File: config.mk
export PLATFORM = sky130hd
export DESIGN_NAME = ptsTx
export DESIGN_NICKNAME = d
export VERILOG_FILES = /design/src/rtl/ptsTxPkg.sv /design/src/rtl/txShiftReg.sv /design/src/rtl/txBitCounter.sv /design/src/rtl/txDatapath.sv /design/src/rtl/txControl.sv /design/src/rtl/ptsTx.sv
export SDC_FILE = /design/constraint.sdc
export NUM_CORES = 1
export LEC_CHECK = 0
export BUFFER_PORTS_ARGS = -buffer_cell sky130_fd_sc_hd__buf_2
export CORE_MARGIN = 4
export CORE_UTILIZATION = 48
export CTS_CLUSTER_DIAMETER = 200
export DETAILED_ROUTE_END_ITERATION = 12
export PLACE_DENSITY = 0.76
export SYNTH_ARGS = -nofsm -noshare
export SYNTH_HDL_FRONTEND = slang
export SYNTH_SLANG_ARGS = --single-unit
File: constraint.sdc
create_clock -name clk -period 3.23 [get_ports clk]
set_input_delay 0.646 -clock clk [delete_from_list [all_inputs] [get_ports clk]]
set_output_delay 0.646 -clock clk [all_outputs]
set_load 0.01 [all_outputs]
File: src/rtl/ptsTxPkg.sv
package ptsTxPkg;

  // Controller states; the completion flag is bit 1 of this encoding.
  typedef enum logic [1:0] {
    ST_IDLE  = 2'd0,
    ST_SHIFT = 2'd1,
    ST_DONE  = 2'd2
  } txState_e;

  // Strobes from control to datapath.
  typedef struct packed {
    logic load;    // capture character with a low start bit below it
    logic shift;   // move toward bit 0, one enters at the top
    logic clrCnt;  // restart the bit counter
    logic incCnt;  // count one shifting cycle
  } txStrobe_t;

endpackage

File: src/rtl/txShiftReg.sv
module txShiftReg
  import ptsTxPkg::*;
#(
  parameter int DATA_W = 8
) (
  input  logic              clk,
  input  logic              rst,
  input  txStrobe_t         stb,
  input  logic [DATA_W-1:0] charIn,
  output logic              sdata
);

  localparam int SR_W = DATA_W + 1;

  logic [SR_W-1:0] srQ;
  logic [SR_W-1:0] srD;

  for (genvar i = 0; i < SR_W; i++) begin : g_bit
    logic fillBit;
    logic loadBit;

    if (i == SR_W - 1) begin : g_top
      assign fillBit = 1'b1;
    end else begin : g_mid
      assign fillBit = srQ[i+1];
    end

    if (i == 0) begin : g_lsb
      assign loadBit = 1'b0;
    end else begin : g_data
      assign loadBit = charIn[i-1];
    end

    assign srD[i] = stb.load  ? loadBit :
                    stb.shift ? fillBit : srQ[i];
  end

  always_ff @(posedge clk) begin
    if (rst) begin
      srQ <= '1;
    end else begin
      srQ <= srD;
    end
  end

  assign sdata = srQ[0];

endmodule

File: src/rtl/txBitCounter.sv
module txBitCounter #(
  parameter int CNT_W = 4
) (
  input  logic             clk,
  input  logic             rst,
  input  logic             clr,
  input  logic             inc,
  output logic [CNT_W-1:0] count
);

  always_ff @(posedge clk) begin
    if (rst || clr) begin
      count <= '0;
    end else if (inc) begin
      count <= count + CNT_W'(1);
    end
  end

endmodule

File: src/rtl/txDatapath.sv
module txDatapath
  import ptsTxPkg::*;
#(
  parameter int DATA_W = 8,
  parameter int CNT_W  = 4
) (
  input  logic              clk,
  input  logic              rst,
  input  txStrobe_t         stb,
  input  logic [DATA_W-1:0] charIn,
  output logic              sdata,
  output logic [CNT_W-1:0]  count
);

  txShiftReg #(.DATA_W(DATA_W)) shifter (
    .clk    (clk),
    .rst    (rst),
    .stb    (stb),
    .charIn (charIn),
    .sdata  (sdata)
  );

  txBitCounter #(.CNT_W(CNT_W)) counter (
    .clk   (clk),
    .rst   (rst),
    .clr   (stb.clrCnt),
    .inc   (stb.incCnt),
    .count (count)
  );

endmodule

File: src/rtl/txControl.sv
module txControl
  import ptsTxPkg::*;
#(
  parameter int CNT_W      = 4,
  parameter int FRAME_BITS = 10
) (
  input  logic             clk,
  input  logic             rst,
  input  logic             start,
  input  logic [CNT_W-1:0] count,
  output txStrobe_t        stb,
  output logic [1:0]       state,
  output logic             done
);

  localparam logic [CNT_W-1:0] LAST_CNT = CNT_W'(FRAME_BITS);

  txState_e curState;
  txState_e nextState;

  always_ff @(posedge clk) begin
    if (rst) begin
      curState <= ST_IDLE;
    end else begin
      curState <= nextState;
    end
  end

  always_comb begin
    nextState = curState;
    stb       = '0;
    unique case (curState)
      ST_IDLE: begin
        if (start) begin
          nextState  = ST_SHIFT;
          stb.load   = 1'b1;
          stb.clrCnt = 1'b1;
        end
      end
      ST_SHIFT: begin
        if (count == LAST_CNT) begin
          nextState = start ? ST_DONE : ST_IDLE;
        end else begin
          stb.shift  = 1'b1;
          stb.incCnt = 1'b1;
        end
      end
      ST_DONE: begin
        if (!start) begin
          nextState = ST_IDLE;
        end
      end
      default: nextState = ST_IDLE;
    endcase
  end

  assign state = curState;
  assign done  = curState[1];

endmodule

File: src/rtl/ptsTx.sv
module ptsTx
  import ptsTxPkg::*;
#(
  parameter int DATA_W = 8
) (
  input  logic              clk,
  input  logic              rst,
  input  logic              start,
  input  logic [DATA_W-1:0] charIn,
  output logic              sdata,
  output logic              done
);

  localparam int FRAME_BITS = DATA_W + 2;
  localparam int CNT_W      = $clog2(FRAME_BITS + 1);

  txStrobe_t        ctrlStb;
  logic [CNT_W-1:0] bitCount;
  logic [1:0]       ctrlState;

  txControl #(
    .CNT_W      (CNT_W),
    .FRAME_BITS (FRAME_BITS)
  ) control (
    .clk   (clk),
    .rst   (rst),
    .start (start),
    .count (bitCount),
    .stb   (ctrlStb),
    .state (ctrlState),
    .done  (done)
  );

  txDatapath #(
    .DATA_W (DATA_W),
    .CNT_W  (CNT_W)
  ) datapath (
    .clk    (clk),
    .rst    (rst),
    .stb    (ctrlStb),
    .charIn (charIn),
    .sdata  (sdata),
    .count  (bitCount)
  );

endmodule

==> impl_metrics.tcl <==
set metrics [dict create \
    finalSetupViolCount 0 \
    cp_cell_sequence "inv_1 > ha_1 > nand3b_1 > and2_4 > a221o_1" \
    cpPeakStageDelay_ns 0.35 \
    die_h_um 48.27 \
    cts_resized 0 \
    num_rows 14 \
    rsz0062_at_grt "no" \
    synthToLayoutAreaGrowth_pct 6.431 \
    fin_crit_sh_pct 52.81 \
    p_int_mw 0.2706 \
    r2r_slack_ns 1.52 \
    min_delay_path_depth 2 \
    vias_per_cell 5.971 \
    grt_pass1_vias 554 \
    first_pass_iters 4 \
    gp_congestion 0.7211 \
    cts_buffers 3 \
    clk_path_buf_depth 2 \
    worstSetupPathType "reg -> reg" \
    port_buffers 12 \
    cp_max_fo 13 \
    avgSynthCellArea_um2 9.978 \
    synthDistinctLibCells 29 \
    finalHoldViolations 0 \
    whs_ns 0.4774 \
    cpMaxStageDelayCell "a221o_1" \
    min_period_ns 1.706 \
    ctsHoldBuffers 0 \
    fp.dieArea_um2 2330 \
    endpoint_kind "flip-flop" \
    finalNetCount 101 \
    totalWireLength_mm 1.479 \
    drt-initial-drc-count 5 \
    grt_max_degree 22 \
    synth_fa_ha_area_share_pct 3.215 \
    grt_util_all_layers_pct 16.52 \
    power_mw 0.3703 \
    ys_seq_area_share_pct 38.59 \
    r2r_cells 5 \
    drc 0 \
    yosysWarnings 0 \
    dr_total_vias 615 \
    fin_setup_tns_ns 0 \
    io-pin-count 13 \
    hpwl_mm 1.029 \
    ant_nets 0 \
    drive_above_1_share_pct 22.99 \
    drv_slew 0 \
    core_um2 1524 \
    synthTopCellsByArea "dfxtp_1 39%, nor3_1 5.1%, a211oi_1 4.8%" \
    critPathTopFamily "simple AND/OR/NAND/NOR gates" \
    finalClockSkew_ns 0.003801 \
    synthMuxAreaShare_pct 2.572 \
    worstPathRequired_ns 3.40 \
    grt_pass1_wl_mm 2.553 \
    yosys.area.top_type_share_pct 38.59 \
    hold_path_class "reg -> reg" \
    antenna_found_initial 0 \
    status "completed" \
    swShare_pct 26.93 \
    maxCapViolations 0 \
    mappedNetlistNets 91 \
    yosysTopAreaCell "dfxtp_1" \
    pwr-share-comb_pct 15.8 \
    worstHoldEndpoint "datapath.shifter.srQ[0]" \
    synth_top_family_by_area "compound AO/OA/AOI/OAI gates" \
    power_switching_mw 0.09974 \
    htreeDepth 1 \
    slew_headroom_pct 55.54 \
    reg2reg_to "datapath.shifter.srQ[6]" \
    clock-sinks 15 \
    netlist_area_um2 778.2 \
    syn_inst 78 \
    overflow 0 \
    worstMarginPinSlew_ns 0.6663 \
    cp.depth 5 \
    peakVddDrop_mv 0.2925 \
    p_seq_share_pct 55.5 \
    synth_xor_area_share_pct 0 \
    cp.arrival_ns 1.88 \
    cts_tree "done" \
    synth-compound-area-share_pct 25.72 \
    hold_start "datapath.shifter.srQ[0]" \
    cellPowerDensity_nw_per_um2 447.1 \
    p_clk_share_pct 28.7 \
    path_buf_inv 1 \
    insertion_delay_ns 0.28 \
    worstSetupStartpointType "flip-flop" \
    post_cts_buffers 0 \
    cts.root.buffer_cell "clkbuf_4" \
    synthSimpleGateAreaFrac_pct 21.70 \
    synth-seq-cells 15 \
    fmax_mhz 586.3 \
    worst_r2r_startpoint "datapath.counter.count[0]" \
    power_leakage_nw 0.3310 \
    clk_pin_slew_worst_paths_ns 0.09 \
    wl_per_cell_um 14.36 \
    chipWidth_um 48.27 \
    initial_core_util_pct 51.07 \
    antenna_cells 0 \
]
[routing by layer]
layer | global-route usage [%] | vias up | wire [um]
li1 | - | 319 | -
met1 | 23.28 | 280 | 702
met2 | 21.09 | 12 | 683
met3 | 3.321 | 4 | 54
met4 | 13.44 | 0 | 40
met5 | 0 | - | 0
[synth_stat cells (all sizes together)]
master,n
or3b,1
or2b,2
nand3b,1
nor3,8
nand4,1
nor2b,1
inv,2
clkbuf,1
nor2,2
buf,6
a221o,3
ha,2
nor3b,1
nand2,1
or3,2
a21o,4
a21oi,2
nand3,5
a211oi,6
o21ai,2
o211ai,1
and3,1
mux2i,2
a2111oi,5
and2,1
dfxtp,15
[worst max-delay path by stage]
stage	from	endpoint	slack, ns
floorplan	start	datapath.shifter.srQ[3]	1.74
global placement	start	datapath.shifter.srQ[4]	1.32
detailed placement	start	datapath.shifter.srQ[4]	1.28
CTS	datapath.counter.count[0]	datapath.shifter.srQ[1]	1.52
global route	datapath.counter.count[0]	datapath.shifter.srQ[1]	1.34
finish	datapath.counter.count[0]	datapath.shifter.srQ[6]	1.52
[stage by stage]
| step | area (um2) | cells | worst slack [ns] | utilization (%) |
|---|---|---|---|---|
| 3_5_place_dp | 802.0 | 99 | 1.284 | 52.63 |
| 3_3_place_gp | 802.0 | 99 | 1.321 | 52.63 |
| 5_1_grt | 828.3 | 103 | 1.338 | 54.35 |
| 6_report | 828.3 | 103 | 1.524 | 54.35 |
| 2_1_floorplan | 778.2 | 78 | 1.738 | - |
| 4_1_cts | 828.3 | 103 | 1.518 | 54.35 |
[tightest hold or removal path, delay by kind of cell (launching register included)]
family             cells  cell delay [ns]
DFF                    1             0.32
AOI/OAI and AO/OA      1             0.07
and+or+nand+nor        1             0.05
[sequential cells by signal, summed over array words and instances, names as in the netlist]
name and flops:
datapath.shifter.srQ 9, control.state 2, datapath.counter.count 4
[power groups by stage]
stage                     Sequential [mW]  Combinational (mW)  Clock [mW]
after global placement              0.209              0.0569           0
after global routing                0.207              0.0653       0.123
after detailed placement            0.209              0.0580           0
after floorplan                     0.208              0.0503           0
after CTS                           0.205              0.0582       0.110
final                               0.205              0.0584       0.106
[layout by cell type, fill, tap and decap left out, drive strengths merged, types with 3 or more instances in the layout]
master and n:
a21o 4, dfxtp 15, a221o 3, nand3 5
clkbuf 4, a2111oi 5, a211oi 6, nor3 8
buf 12
[final cells by class]
type                       count  area, um2
fill                         142      695.7
inverter                       2      7.507
clock buffer                   4      26.28
timing repair buffer          12      60.06
sequential                    15      300.3
multi-input combinational     54      414.1
tap                           16      20.02
[cells by family after synthesis]
| group | Yosys count |
|---|---|
| AND/OR/NAND/NOR | 27 |
| AO/OA/AOI/OAI | 23 |
| flip-flops | 15 |
| adder cells (fa/ha/maj) | 2 |
| buffers and inverters | 9 |
| multiplexers | 2 |
No activity file was read; power rests on OpenSTA's default activity.
